File: config.mk
export PLATFORM = sky130hd
export DESIGN_NAME = evcnt_bank
export DESIGN_NICKNAME = d
export VERILOG_FILES = /design/src/rtl/evcnt_pkg.sv /design/src/rtl/evcnt_slice.sv /design/src/rtl/evcnt_regif.sv /design/src/rtl/evcnt_ctrl.sv /design/src/rtl/evcnt_bank.sv
export SDC_FILE = /design/constraint.sdc
export NUM_CORES = 1
export LEC_CHECK = 0
export ABC_AREA = 0
export CAP_MARGIN = 25
export CORE_ASPECT_RATIO = 2
export CORE_MARGIN = 4
export CORE_UTILIZATION = 26
export DETAILED_ROUTE_END_ITERATION = 10
export DONT_BUFFER_PORTS = 1
export PLACE_DENSITY = 0.51
export SLEW_MARGIN = 10
export SYNTH_ARGS = -nofsm -noshare
export SYNTH_HDL_FRONTEND = slang
export SYNTH_SLANG_ARGS = --single-unit
File: constraint.sdc
create_clock -name clk -period 8.2 [get_ports clk]
set_clock_uncertainty 0.15 [all_clocks]
set_input_delay 2.46 -clock clk [delete_from_list [all_inputs] [get_ports clk]]
set_output_delay 2.46 -clock clk [all_outputs]
set_load 0.02 [all_outputs]
File: src/rtl/evcnt_pkg.sv
package evcnt_pkg;

    localparam int CNT_W  = 32;
    localparam int EVT_W  = 16;
    localparam int ADDR_W = 6;

    typedef logic [CNT_W-1:0] cnt_t;
    typedef logic [EVT_W-1:0] evtype_t;

    localparam evtype_t LINK_CODE = 16'h001E;

    typedef enum logic [1:0] {
        GRP_CNT  = 2'd0,
        GRP_TYPE = 2'd1,
        GRP_CTRL = 2'd2,
        GRP_NONE = 2'd3
    } grp_e;

    typedef enum logic [3:0] {
        CR_EN_SET = 4'd0,
        CR_EN_CLR = 4'd1,
        CR_IE_SET = 4'd2,
        CR_IE_CLR = 4'd3,
        CR_OVF    = 4'd4
    } ctrl_e;

    typedef struct packed {
        logic inc;
        logic wrap;
    } step_t;

    function automatic logic at_top(input cnt_t v);
        return &v;
    endfunction

endpackage

File: src/rtl/evcnt_slice.sv
module evcnt_slice
    import evcnt_pkg::*;
#(
    parameter int NUM_EVT = 8,
    parameter bit IS_ODD  = 1'b0
) (
    input  logic               clk,
    input  logic               rst,
    input  logic               en,
    input  logic               cnt_wr,
    input  logic               type_wr,
    input  cnt_t               wdata,
    input  logic [NUM_EVT-1:0] evt_vec,
    input  logic               link_in,
    output cnt_t               cnt_q,
    output evtype_t            type_q,
    output logic               wrap
);

    localparam int      SEL_W   = (NUM_EVT > 1) ? $clog2(NUM_EVT) : 1;
    localparam evtype_t EVT_LIM = EVT_W'(NUM_EVT);

    logic  src;
    step_t step;

    // Source selection: link code first, then real event lines
    always_comb begin
        src = 1'b0;
        if (type_q == LINK_CODE) begin
            src = IS_ODD ? link_in : 1'b0;
        end else if (type_q < EVT_LIM) begin
            src = evt_vec[type_q[SEL_W-1:0]];
        end
    end

    // A register write owns the cycle: no increment, no roll-over
    always_comb begin
        step.inc  = en & src & ~cnt_wr;
        step.wrap = step.inc & at_top(cnt_q);
    end

    assign wrap = step.wrap;

    always_ff @(posedge clk) begin
        if (rst) begin
            cnt_q <= '0;
        end else if (cnt_wr) begin
            cnt_q <= wdata;
        end else if (step.inc) begin
            cnt_q <= cnt_q + 1'b1;
        end
    end

    always_ff @(posedge clk) begin
        if (rst) begin
            type_q <= '0;
        end else if (type_wr) begin
            type_q <= wdata[EVT_W-1:0];
        end
    end

endmodule

File: src/rtl/evcnt_regif.sv
module evcnt_regif
    import evcnt_pkg::*;
#(
    parameter int NUM_CNT = 6
) (
    input  logic                       reg_wr,
    input  logic [ADDR_W-1:0]          reg_addr,
    input  cnt_t                       reg_wdata,
    input  cnt_t    [NUM_CNT-1:0]      cnt_q,
    input  evtype_t [NUM_CNT-1:0]      type_q,
    input  logic    [NUM_CNT-1:0]      en_q,
    input  logic    [NUM_CNT-1:0]      ie_q,
    input  logic    [NUM_CNT-1:0]      ovf_q,
    output logic    [NUM_CNT-1:0]      cnt_wr,
    output logic    [NUM_CNT-1:0]      type_wr,
    output logic    [NUM_CNT-1:0]      en_set,
    output logic    [NUM_CNT-1:0]      en_clr,
    output logic    [NUM_CNT-1:0]      ie_set,
    output logic    [NUM_CNT-1:0]      ie_clr,
    output logic    [NUM_CNT-1:0]      ovf_clr,
    output cnt_t                       reg_rdata
);

    grp_e        grp;
    logic [3:0]  sub;
    logic [NUM_CNT-1:0] wmask;

    assign grp   = grp_e'(reg_addr[5:4]);
    assign sub   = reg_addr[3:0];
    assign wmask = reg_wdata[NUM_CNT-1:0];

    function automatic logic ctrl_hit(input ctrl_e which);
        return reg_wr && (grp == GRP_CTRL) && (sub == which);
    endfunction

    // Per-counter write strobes
    for (genvar i = 0; i < NUM_CNT; i++) begin : g_dec
        assign cnt_wr[i]  = reg_wr && (grp == GRP_CNT)  && (sub == 4'(i));
        assign type_wr[i] = reg_wr && (grp == GRP_TYPE) && (sub == 4'(i));
    end

    // Mask commands act only on bits written as one
    assign en_set  = ctrl_hit(CR_EN_SET) ? wmask : '0;
    assign en_clr  = ctrl_hit(CR_EN_CLR) ? wmask : '0;
    assign ie_set  = ctrl_hit(CR_IE_SET) ? wmask : '0;
    assign ie_clr  = ctrl_hit(CR_IE_CLR) ? wmask : '0;
    assign ovf_clr = ctrl_hit(CR_OVF)    ? wmask : '0;

    always_comb begin
        reg_rdata = '0;
        unique case (grp)
            GRP_CNT: begin
                for (int i = 0; i < NUM_CNT; i++) begin
                    if (sub == 4'(i)) reg_rdata = cnt_q[i];
                end
            end
            GRP_TYPE: begin
                for (int i = 0; i < NUM_CNT; i++) begin
                    if (sub == 4'(i)) reg_rdata = CNT_W'(type_q[i]);
                end
            end
            GRP_CTRL: begin
                case (sub)
                    CR_EN_SET, CR_EN_CLR: reg_rdata = CNT_W'(en_q);
                    CR_IE_SET, CR_IE_CLR: reg_rdata = CNT_W'(ie_q);
                    CR_OVF:               reg_rdata = CNT_W'(ovf_q);
                    default:              reg_rdata = '0;
                endcase
            end
            default: reg_rdata = '0;
        endcase
    end

endmodule

File: src/rtl/evcnt_ctrl.sv
module evcnt_ctrl #(
    parameter int NUM_CNT = 6
) (
    input  logic               clk,
    input  logic               rst,
    input  logic [NUM_CNT-1:0] en_set,
    input  logic [NUM_CNT-1:0] en_clr,
    input  logic [NUM_CNT-1:0] ie_set,
    input  logic [NUM_CNT-1:0] ie_clr,
    input  logic [NUM_CNT-1:0] ovf_clr,
    input  logic [NUM_CNT-1:0] wrap_vec,
    output logic [NUM_CNT-1:0] en_q,
    output logic [NUM_CNT-1:0] ie_q,
    output logic [NUM_CNT-1:0] ovf_q,
    output logic               irq
);

    always_ff @(posedge clk) begin
        if (rst) begin
            en_q  <= '0;
            ie_q  <= '0;
            ovf_q <= '0;
        end else begin
            en_q  <= (en_q | en_set) & ~en_clr;
            ie_q  <= (ie_q | ie_set) & ~ie_clr;
            // A roll-over outranks a clear in the same cycle
            ovf_q <= (ovf_q & ~ovf_clr) | wrap_vec;
        end
    end

    assign irq = |(ovf_q & ie_q);

endmodule

File: src/rtl/evcnt_bank.sv
module evcnt_bank
    import evcnt_pkg::*;
#(
    parameter int NUM_CNT = 6,
    parameter int NUM_EVT = 8
) (
    input  logic               clk,
    input  logic               rst,
    input  logic [NUM_EVT-1:0] evt_in,
    input  logic               reg_wr,
    input  logic [ADDR_W-1:0]  reg_addr,
    input  logic [CNT_W-1:0]   reg_wdata,
    output logic [CNT_W-1:0]   reg_rdata,
    output logic               irq
);

    cnt_t    [NUM_CNT-1:0] cnt_q;
    evtype_t [NUM_CNT-1:0] type_q;
    logic    [NUM_CNT-1:0] en_q, ie_q, ovf_q;
    logic    [NUM_CNT-1:0] cnt_wr, type_wr;
    logic    [NUM_CNT-1:0] en_set, en_clr, ie_set, ie_clr, ovf_clr;
    logic    [NUM_CNT-1:0] wrap_vec;
    logic    [NUM_CNT-1:0] link_vec;

    evcnt_regif #(.NUM_CNT(NUM_CNT)) u_regif (
        .reg_wr    (reg_wr),
        .reg_addr  (reg_addr),
        .reg_wdata (reg_wdata),
        .cnt_q     (cnt_q),
        .type_q    (type_q),
        .en_q      (en_q),
        .ie_q      (ie_q),
        .ovf_q     (ovf_q),
        .cnt_wr    (cnt_wr),
        .type_wr   (type_wr),
        .en_set    (en_set),
        .en_clr    (en_clr),
        .ie_set    (ie_set),
        .ie_clr    (ie_clr),
        .ovf_clr   (ovf_clr),
        .reg_rdata (reg_rdata)
    );

    for (genvar i = 0; i < NUM_CNT; i++) begin : g_cnt
        // Odd counters listen to the roll-over of the counter just below
        if (i % 2 == 1) begin : g_hi
            assign link_vec[i] = wrap_vec[i-1];
        end else begin : g_lo
            assign link_vec[i] = 1'b0;
        end

        evcnt_slice #(
            .NUM_EVT (NUM_EVT),
            .IS_ODD  (i % 2 == 1)
        ) u_slice (
            .clk     (clk),
            .rst     (rst),
            .en      (en_q[i]),
            .cnt_wr  (cnt_wr[i]),
            .type_wr (type_wr[i]),
            .wdata   (reg_wdata),
            .evt_vec (evt_in),
            .link_in (link_vec[i]),
            .cnt_q   (cnt_q[i]),
            .type_q  (type_q[i]),
            .wrap    (wrap_vec[i])
        );
    end

    evcnt_ctrl #(.NUM_CNT(NUM_CNT)) u_ctrl (
        .clk      (clk),
        .rst      (rst),
        .en_set   (en_set),
        .en_clr   (en_clr),
        .ie_set   (ie_set),
        .ie_clr   (ie_clr),
        .ovf_clr  (ovf_clr),
        .wrap_vec (wrap_vec),
        .en_q     (en_q),
        .ie_q     (ie_q),
        .ovf_q    (ovf_q),
        .irq      (irq)
    );

endmodule

==> results of run 1 <==
final cells by class:
type                       count  area [um^2]  area share
clock buffer                  42          845      0.0418
multi-input combinational   1837        11200       0.555
clock inverter                11          148     0.00730
inverter                      48          180     0.00891
tap                          903         1130      0.0559
sequential                   306         6130       0.303
timing repair buffer          69          564      0.0279
synth_stat cells, types with 6 or more instances:
library cell | n | share of area
a211oi_1 | 187 | 0.077
a21oi_1 | 183 | 0.050
a221oi_1 | 27 | 0.013
a222oi_1 | 6 | 0.0033
a2bb2oi_1 | 10 | 0.0048
a311oi_1 | 33 | 0.016
and2_1 | 7 | 0.0024
and3_1 | 32 | 0.011
and4_1 | 18 | 0.0086
buf_1 | 10 | 0.0021
buf_2 | 8 | 0.0022
clkbuf_1 | 186 | 0.038
dfxtp_1 | 306 | 0.34
ha_1 | 6 | 0.0041
inv_1 | 47 | 0.0097
mux2i_1 | 14 | 0.0077
mux4_2 | 10 | 0.012
nand2_1 | 260 | 0.053
nand2b_1 | 23 | 0.0079
nand3_1 | 111 | 0.030
nand4_1 | 62 | 0.021
nor2_1 | 311 | 0.064
nor2b_1 | 10 | 0.0034
nor3_1 | 38 | 0.010
nor3b_1 | 7 | 0.0029
nor4_1 | 44 | 0.015
nor4_2 | 16 | 0.011
nor4b_1 | 12 | 0.0058
o21ai_0 | 82 | 0.022
o221ai_1 | 21 | 0.010
o22a_1 | 32 | 0.015
o22ai_1 | 18 | 0.0062
o32ai_1 | 9 | 0.0043
or2_2 | 6 | 0.0021
or3_1 | 26 | 0.0089
xnor2_1 | 110 | 0.053
xor2_1 | 49 | 0.024
tightest hold or removal path: stages, from the launching register on:
cell,delay [ns]
dfxtp_1,0.32
nand2_1,0.06
a21oi_1,0.05
final timing paths:
| check | to | startpoint | slack (ns) |
|---|---|---|---|
| max | reg_rdata[9] | reg_addr[3] | 0.74 |
| min | g_cnt[3].u_slice.type_q[6] | g_cnt[3].u_slice.type_q[6] | 0.33 |
| max reg2reg | u_ctrl.ovf_q[3] | g_cnt[2].u_slice.cnt_q[2] | 4.43 |
| min reg2reg | g_cnt[3].u_slice.type_q[6] | g_cnt[3].u_slice.type_q[6] | 0.33 |
stage by stage:
stage	instances	util	hold WS (ns)	worst slack (ns)
final	3216	0.290	0.326	0.740
after global routing	3216	0.290	0.344	0.786
after CTS	3213	0.289	0.326	0.797
after detailed placement	3160	0.275	0.316	0.800
after global placement	3156	0.274	0.314	0.807
after floorplan	2397	-	0.294	1.23
metal layers:
metal	wire length (um)	share of wire	vias to the layer above
met5	13	0.00016	-
met4	6760	0.084	2
met3	4710	0.059	221
met2	40600	0.51	752
met1	28000	0.35	8951
li1	-	-	8554
registers in the layout (all words and copies together) (netlist names):
register	cells
g_cnt.u_slice.cnt_q	192
g_cnt.u_slice.type_q	96
u_ctrl.en_q	6
u_ctrl.ie_q	6
u_ctrl.ovf_q	6
power by group through the flow:
stage	Combinational (W)	Clock (W)	Sequential, W
after floorplan	0.000176	0	0.00154
after global placement	0.000199	0	0.00155
after detailed placement	0.000201	0	0.00155
after CTS	0.000202	0.00151	0.00151
after global routing	0.000217	0.00156	0.00152
final	0.000204	0.00148	0.00152
kinds of logic after synthesis:
kind of cell	share of synthesized area
AO/OA/AOI/OAI	0.237
flip-flops	0.335
adder cells (fa/ha/maj)	0.00411
multiplexers	0.0232
XOR/XNOR	0.0763
buffers and inverters	0.0536
AND/OR/NAND/NOR	0.270
==> flow_metrics.env, run 1 <==
export IMPL_final_cell_mix="nor2_1 (308), dfxtp_1 (306), nand2_1 (257), a211oi_1 (187), a21oi_1 (182)"
export IMPL_syn_nets=2452
export IMPL_gr_usage_met2=0.369
export IMPL_grt_ovfl_total=0
export IMPL_cts_resized=0
export IMPL_core_area_mm2=0.0698
export IMPL_drc=0
export IMPL_critPathRequiredTime_ns=5.59
export IMPL_syn_area_mm2=0.0183
export IMPL_drt_wl_total_mm=80.0
export IMPL_pwr_share_comb=0.064
export IMPL_r2r_cells=7
export IMPL_top_usage_layer="met2"
export IMPL_crit_buf_inv=2
export IMPL_globalplace_congestion=0.962
export IMPL_cts_buffer_depth=3
export IMPL_rsz0062_at_grt="no"
export IMPL_wl_per_cell_um=24.9
export IMPL_hpwl_mm=58.2
export IMPL_cts_hold_buffers=0
export IMPL_grt_max_degree=309
export IMPL_clock_sinks=306
export IMPL_final_nets=2346
export IMPL_die_area_mm2=0.0748
export IMPL_report_final_slew_viol_count=0
export IMPL_track_usage=0.203
export IMPL_hold_depth=2
export IMPL_syn_mean_instance_area_um2=7.62
export IMPL_rows=137
export IMPL_die_y_um=383
export IMPL_p_sw_w=0.000813
export IMPL_hold_path_class="register to register"
export IMPL_synthCells=2397
export IMPL_ys_types=68
export IMPL_critical_path_top_delay_family="compound AO/OA/AOI/OAI gates"
export IMPL_crit_arrival_ns=4.85
export IMPL_initial_core_util=0.262
export IMPL_grt_pass1_vias=17700
export IMPL_cts_setup_buffers=0
export IMPL_cp_cell_sequence="nand2b_2 -> buf_4 -> o22a_1 -> nor2_1 -> o32ai_1 -> buf_4"
export IMPL_diodes=0
export IMPL_tritoncts="yes"
export IMPL_maxCapViolCount=0
export IMPL_ys_seq_elements=306
export IMPL_status="completed"
export IMPL_synth_edf_count=0
export IMPL_synth_yosys_seq_area_share=0.335
export IMPL_placed_cell_area_mm2=0.0192
export IMPL_async_flop_share=0
export IMPL_slew_headroom=0.237
export IMPL_grt_antenna_before_repair=1
export IMPL_seq_power_share=0.474
export IMPL_swShare=0.254
export IMPL_met3_usage=0.0239
export IMPL_first_pass_iters=6
export IMPL_via_per_inst=5.75
export IMPL_layout_drive_gt1_share=0.0774
export IMPL_finalCritPeriodShare=0.910
export IMPL_crit_fanout=55
export IMPL_ys_warn_count=0
export IMPL_mostFrequentLayoutCell="nor2_1"
export IMPL_drtAntennaViolNets=0
export IMPL_drt_iter0_markers=1590
export IMPL_worst_slew_pin_slew_ns=1.13
export IMPL_fillers=7391
export IMPL_setup_viol=0
export IMPL_synth_ff_type="dfxtp_1"
export IMPL_numCtsBuffers=29
export IMPL_crit_path_end_kind="output port"
export IMPL_power_internal_w=0.00239
export IMPL_vias=18500
export IMPL_p_leak_nw=5.75
export IMPL_slowest_stage="o32ai_1"
export IMPL_die_w_um=195
export IMPL_clkLatencyLatePin_ns=0.60
export IMPL_power_density_mw_per_mm2=158
export IMPL_finalHoldViolCount=0
export IMPL_h_tree_depth=1
export IMPL_grt_pass1_wl_mm=118
export IMPL_io_buffers=0
export IMPL_num_io_pins=82
export IMPL_critPathMostFrequentCell="buf_4"
export IMPL_fin_area_mm2=0.0202
export IMPL_cp_num_cells=6
export IMPL_clk_pin_slew_ns=0.07
export IMPL_vdd_ir_drop_max_uv=130
export IMPL_areaGrowthSynthToFinish_pct=10.7
export IMPL_period_minus_slack_ns=7.46
export IMPL_grt_util_met1=0.218
export IMPL_cts_root_buf="clkbuf_16"
export IMPL_fmax_mhz=134
export IMPL_critPathLaunchType="input pin"
export IMPL_finalPower_w=0.00320
export IMPL_slowest_delay_ns=0.77
export IMPL_pwr_share_clk=0.462
export IMPL_path_class="input pin to output port"
export IMPL_tns_ns=0
Power figures use the tool's default switching activity.
==> run 2, diff against run 1 <==
==> constraint.sdc (replaced) <==
create_clock -name clk -period 8.2 [get_ports clk]
set_clock_uncertainty 0.15 [all_clocks]
set_input_delay 0.82 -clock clk [delete_from_list [all_inputs] [get_ports clk]]
set_output_delay 0.82 -clock clk [all_outputs]
set_load 0.02 [all_outputs]
==> flow_metrics.env, run 2 (same netlist as run 1, synthesis figures left out) <==
export IMPL_critPathRequiredTime_ns=7.23
export IMPL_grt_pass1_wl_mm=117
export IMPL_clk_pin_slew_ns=0.08
export IMPL_r2r_cells=7
export IMPL_hpwl_mm=57.5
export IMPL_crit_fanout=56
export IMPL_wl_per_cell_um=24.9
export IMPL_p_sw_w=0.000795
export IMPL_io_buffers=0
export IMPL_multiInputGateArea_mm2=0.0112
export IMPL_seq_power_share=0.479
export IMPL_crit_arrival_ns=3.33
export IMPL_dp_cells=3132
export IMPL_hold_start="rst"
export IMPL_fillers=7445
export IMPL_vdd_ir_drop_max_uv=172
export IMPL_power_density_mw_per_mm2=158
export IMPL_tritoncts="yes"
export IMPL_die_y_um=383
export IMPL_hold_path_class="input pin to register"
export IMPL_drt_wl_total_mm=79.2
export IMPL_final_cell_mix="nor2_1 (308), dfxtp_1 (306), nand2_1 (257), a211oi_1 (187), a21oi_1 (182)"
export IMPL_track_usage=0.202
export IMPL_swShare=0.251
export IMPL_first_pass_iters=8
export IMPL_slew_headroom=0.258
export IMPL_fin_cells=3187
export IMPL_num_io_pins=82
export IMPL_cts_hold_buffers=0
export IMPL_mostFrequentLayoutCell="nor2_1"
export IMPL_h_tree_depth=1
export IMPL_areaGrowthSynthToFinish_pct=9.63
export IMPL_cts_setup_buffers=0
export IMPL_die_area_mm2=0.0748
export IMPL_regMostFlops="g_cnt.u_slice.cnt_q"
export IMPL_cts_buffer_depth=3
export IMPL_tns_ns=0
export IMPL_final_nets=2319
export IMPL_rsz0062_at_grt="no"
export IMPL_vias=18200
export IMPL_die_w_um=195
export IMPL_fin_area_mm2=0.0200
export IMPL_path_class="input pin to output port"
export IMPL_rows=137
export IMPL_numCtsBuffers=28
export IMPL_drt_iter0_markers=1669
export IMPL_grt_ovfl_total=0
export IMPL_cts_resized=0
export IMPL_grt_antenna_before_repair=0
export IMPL_finalCritPeriodShare=0.524
export IMPL_clock_sinks=306
export IMPL_pwr_share_comb=0.062
export IMPL_critPathLaunch="reg_addr[1]"
export IMPL_grt_max_degree=309
export IMPL_layout_drive_gt1_share=0.0665
export IMPL_largest_reg_flops=192
export IMPL_core_area_mm2=0.0698
export IMPL_pwr_share_clk=0.460
export IMPL_whs_ns=0.147
export IMPL_cts_root_buf="clkbuf_16"
export IMPL_report_final_slew_viol_count=0
export IMPL_diodes=0
export IMPL_status="completed"
export IMPL_finalHoldViolCount=0
export IMPL_finalPower_w=0.00317
export IMPL_fmax_mhz=233
export IMPL_worst_slew_pin_slew_ns=1.11
export IMPL_setup_viol=0
export IMPL_r2r_start="g_cnt[2].u_slice.cnt_q[15]"
export IMPL_drtAntennaViolNets=0
export IMPL_placed_cell_area_mm2=0.0190
export IMPL_clkLatencyLatePin_ns=0.59
export IMPL_period_minus_slack_ns=4.30
export IMPL_initial_core_util=0.262
export IMPL_grt_pass1_vias=17500
export IMPL_hold_depth=1
export IMPL_drc=0
export IMPL_reg_top3="g_cnt.u_slice.cnt_q (192), g_cnt.u_slice.type_q (96)"
export IMPL_critPathLaunchType="input pin"
export IMPL_p_leak_nw=5.62
export IMPL_power_internal_w=0.00237
export IMPL_maxCapViolCount=0
export IMPL_regArea_mm2=0.00613
export IMPL_via_per_inst=5.71
export IMPL_crit_path_end_kind="output port"
export IMPL_globalplace_congestion=0.934
run 2: changes by cell type in the layout (fill, tap and decap cells not counted), sizes merged:
cell      previous run  this run
buf                 68        42
clkbuf              43        41
clkinv               5         7
inv                 48        47
clkinvlp             3         1
run 2: power groups by stage:
stage	Combinational, W	Clock (W)	Sequential, W
2_1_floorplan	0.000176	0	0.00154
6_report	0.000195	0.00146	0.00152
4_1_cts	0.000191	0.00148	0.00151
3_3_place_gp	0.000188	0	0.00155
5_1_grt	0.000208	0.00153	0.00152
3_5_place_dp	0.000190	0	0.00155
run 2: path summary, 6_finish.rpt:
check / endpoint / slack (ns)
worst max-delay path: reg_rdata[4] / 3.90
worst min-delay path: g_cnt[4].u_slice.cnt_q[19] / 0.15
worst max register to register: u_ctrl.ovf_q[3] / 4.45
worst min register to register: g_cnt[1].u_slice.type_q[12] / 0.32
run 2: layer usage:
metal | wire length [um] | vias to the layer above | GRT usage
li1 | - | 8517 | -
met1 | 27200 | 8740 | 0.207
met2 | 40800 | 705 | 0.369
met3 | 4070 | 230 | 0.0274
met4 | 7220 | 0 | 0.149
met5 | 0 | - | 0
run 2: cell type report:
type / instances / share of cell area
Multi-Input combinational cell: 1837 / 0.561
Sequential cell: 306 / 0.306
Tap cell: 903 / 0.0564
Clock buffer: 40 / 0.0418
Timing Repair Buffer: 43 / 0.0193
Inverter: 48 / 0.00900
Clock inverter: 10 / 0.00656
run 2: critical path, cell delays in order:
cell      delay (ns)
nor2b_4         0.64
buf_4           0.36
nand2b_2        0.07
buf_4           0.28
o22a_1          0.30
o221ai_1        0.20
o32a_1          0.17
o21ai_0         0.35
run 2: per-stage QoR:
step	utilization	setup WS, ns
6_report	0.287	3.90
5_1_grt	0.287	3.80
2_1_floorplan	-	4.51
3_3_place_gp	0.271	4.00
3_5_place_dp	0.272	3.95
4_1_cts	0.286	3.94
==> run 3, diff against run 2 <==
Clock period 8.2 ns to 4.1 ns, I/O delays scaled along.
==> flow_metrics.env, run 3 (same netlist as run 1, synthesis figures left out) <==
export IMPL_slew_headroom=0.249
export IMPL_track_usage=0.215
export IMPL_hold_end="g_cnt[0].u_slice.cnt_q[4]"
export IMPL_grt_pass1_wl_mm=125
export IMPL_hold_path_class="input pin to register"
export IMPL_final_cell_mix="nor2_1 (308), dfxtp_1 (306), nand2_1 (257), a211oi_1 (187), a21oi_1 (182)"
export IMPL_pwr_share_clk=0.446
export IMPL_p_sw_w=0.00177
export IMPL_grt_util_met1=0.223
export IMPL_grt_ovfl_total=0
export IMPL_clock_sinks=306
export IMPL_status="completed"
export IMPL_crit_path_end_kind="register"
export IMPL_fmax_mhz=248
export IMPL_cts_buffer_depth=3
export IMPL_seq_power_share=0.462
export IMPL_period_minus_slack_ns=4.04
export IMPL_layout_drive_gt1_share=0.0792
export IMPL_mostFrequentLayoutCell="nor2_1"
export IMPL_die_area_mm2=0.0748
export IMPL_drc=0
export IMPL_crit_fanout=12
export IMPL_tritoncts="yes"
export IMPL_p_leak_nw=6.68
export IMPL_worst_slew_pin_slew_ns=1.12
export IMPL_regArea_mm2=0.00613
export IMPL_layout_setup_ws_ns=0.0615
export IMPL_cts_root_buf="clkbuf_16"
export IMPL_drtAntennaViolNets=0
export IMPL_r2r_end="g_cnt[5].u_slice.cnt_q[28]"
export IMPL_clk_pin_slew_ns=0.07
export IMPL_power_density_mw_per_mm2=301
export IMPL_hold_depth=4
export IMPL_io_buffers=0
export IMPL_finalHoldViolCount=0
export IMPL_finalCritPeriodShare=0.985
export IMPL_regToRegSetupSlack_ns=0.06
export IMPL_place_ws_ns=0.527
export IMPL_wl_per_cell_um=25.0
export IMPL_areaGrowthSynthToFinish_pct=19.1
export IMPL_crit_arrival_ns=4.43
export IMPL_die_y_um=383
export IMPL_setup_viol=0
export IMPL_grt_pass1_vias=19200
export IMPL_fillers=7329
export IMPL_drt_wl_total_mm=84.1
export IMPL_numCtsBuffers=30
export IMPL_rsz0062_at_grt="no"
export IMPL_reg_top3="g_cnt.u_slice.cnt_q (192), g_cnt.u_slice.type_q (96)"
export IMPL_hpwl_mm=57.8
export IMPL_met3_usage=0.0336
export IMPL_critPathLaunchType="register"
export IMPL_largest_reg_flops=192
export IMPL_globalplace_congestion=0.952
export IMPL_critPathLaunch="g_cnt[4].u_slice.type_q[15]"
export IMPL_top_usage_layer="met2"
export IMPL_clkLatencyLatePin_ns=0.61
export IMPL_finalPower_w=0.00655
export IMPL_rows=137
export IMPL_initial_core_util=0.262
export IMPL_via_per_inst=5.73
export IMPL_pwr_share_comb=0.091
export IMPL_report_final_slew_viol_count=0
export IMPL_grt_max_degree=206
export IMPL_vdd_ir_drop_max_uv=286
export IMPL_gr_usage_met2=0.391
export IMPL_tns_ns=0
export IMPL_num_io_pins=82
export IMPL_power_internal_w=0.00478
export IMPL_h_tree_depth=1
export IMPL_r2r_cells=9
export IMPL_swShare=0.270
export IMPL_vias=19300
export IMPL_path_class="register to register"
export IMPL_drt_iter0_markers=1860
export IMPL_first_pass_iters=9
export IMPL_multiInputGateArea_mm2=0.0112
export IMPL_die_w_um=195
export IMPL_maxCapViolCount=0
export IMPL_regMostFlops="g_cnt.u_slice.cnt_q"
export IMPL_r2r_start="g_cnt[4].u_slice.type_q[15]"
export IMPL_core_area_mm2=0.0698
export IMPL_final_nets=2496
export IMPL_hold_start="reg_addr[4]"
export IMPL_grt_antenna_before_repair=9
export IMPL_critPathRequiredTime_ns=4.49
-- run 3: changes by cell type in the layout (fill, tap and decap cells not counted), moves of 2 or more --
cell,delta
clkbuf_16,+2
clkbuf_8,-2
dlygate4sd3_1,+135
buf_12,+3
buf_8,+2
buf_6,-3
buf_4,+39
diode_2,+4
-- run 3: metrics by stage --
step	utilization	hold slack, ns	instances	area (um^2)
3_5_place_dp	0.276	0.316	3171	19300
2_1_floorplan	-	0.294	2397	18300
6_report	0.312	0.0758	3368	21700
5_1_grt	0.312	0.0700	3366	21700
4_1_cts	0.311	0.0138	3361	21700
3_3_place_gp	0.276	0.303	3169	19200
-- run 3: power by group through the flow --
stage	clock [W]	combinational (W)	sequential [W]
2_1_floorplan	0	0.000353	0.00308
3_3_place_gp	0	0.000411	0.00309
3_5_place_dp	0	0.000415	0.00310
4_1_cts	0.00297	0.000580	0.00303
5_1_grt	0.00306	0.000622	0.00303
6_report	0.00292	0.000598	0.00303
-- run 3: what timing repair did --
item                                    CTS  global route
endpoints found under the hold margin   306             0
hold buffers                            138             0
buffers inserted                          0             0
endpoints found under the setup margin    0            10
gates resized for setup                   0             3
-- run 3: how the worst max path moves through the flow --
stage	endpoint	cells past startpoint
6_report	g_cnt[5].u_slice.cnt_q[28]	9
4_1_cts	g_cnt[5].u_slice.cnt_q[28]	9
5_1_grt	g_cnt[5].u_slice.cnt_q[28]	9
3_5_place_dp	u_ctrl.ovf_q[3]	8
2_1_floorplan	reg_rdata[11]	6
3_3_place_gp	u_ctrl.ovf_q[3]	8
-- run 3: layer usage --
metal | share of wire | up-vias | wire length [um]
met4 | 0.089 | 8 | 7480
li1 | - | 8868 | -
met5 | 0.00067 | - | 56
met2 | 0.50 | 873 | 42400
met1 | 0.34 | 9272 | 28800
met3 | 0.064 | 286 | 5360
-- run 3: layout make-up --
| type | count | area share |
|---|---|---|
| clock buffers | 41 | 0.0397 |
| multi-input cells | 1837 | 0.517 |
| repair buffers | 218 | 0.0956 |
| inverters | 48 | 0.00828 |
| flip-flops and latches | 306 | 0.282 |
| well taps | 903 | 0.0520 |
| diodes | 4 | 0.000460 |
| clock inverters | 11 | 0.00524 |
-- run 3: critical path: stages (launching register included) --
cell,delay (ns)
dfxtp_1,0.33
nor4_1,0.44
nand4_1,0.52
nor2_4,0.40
a41oi_1,0.15
buf_4,0.24
or3_1,0.47
or4_1,0.44
a311oi_1,0.26
dlygate4sd3_1,0.57
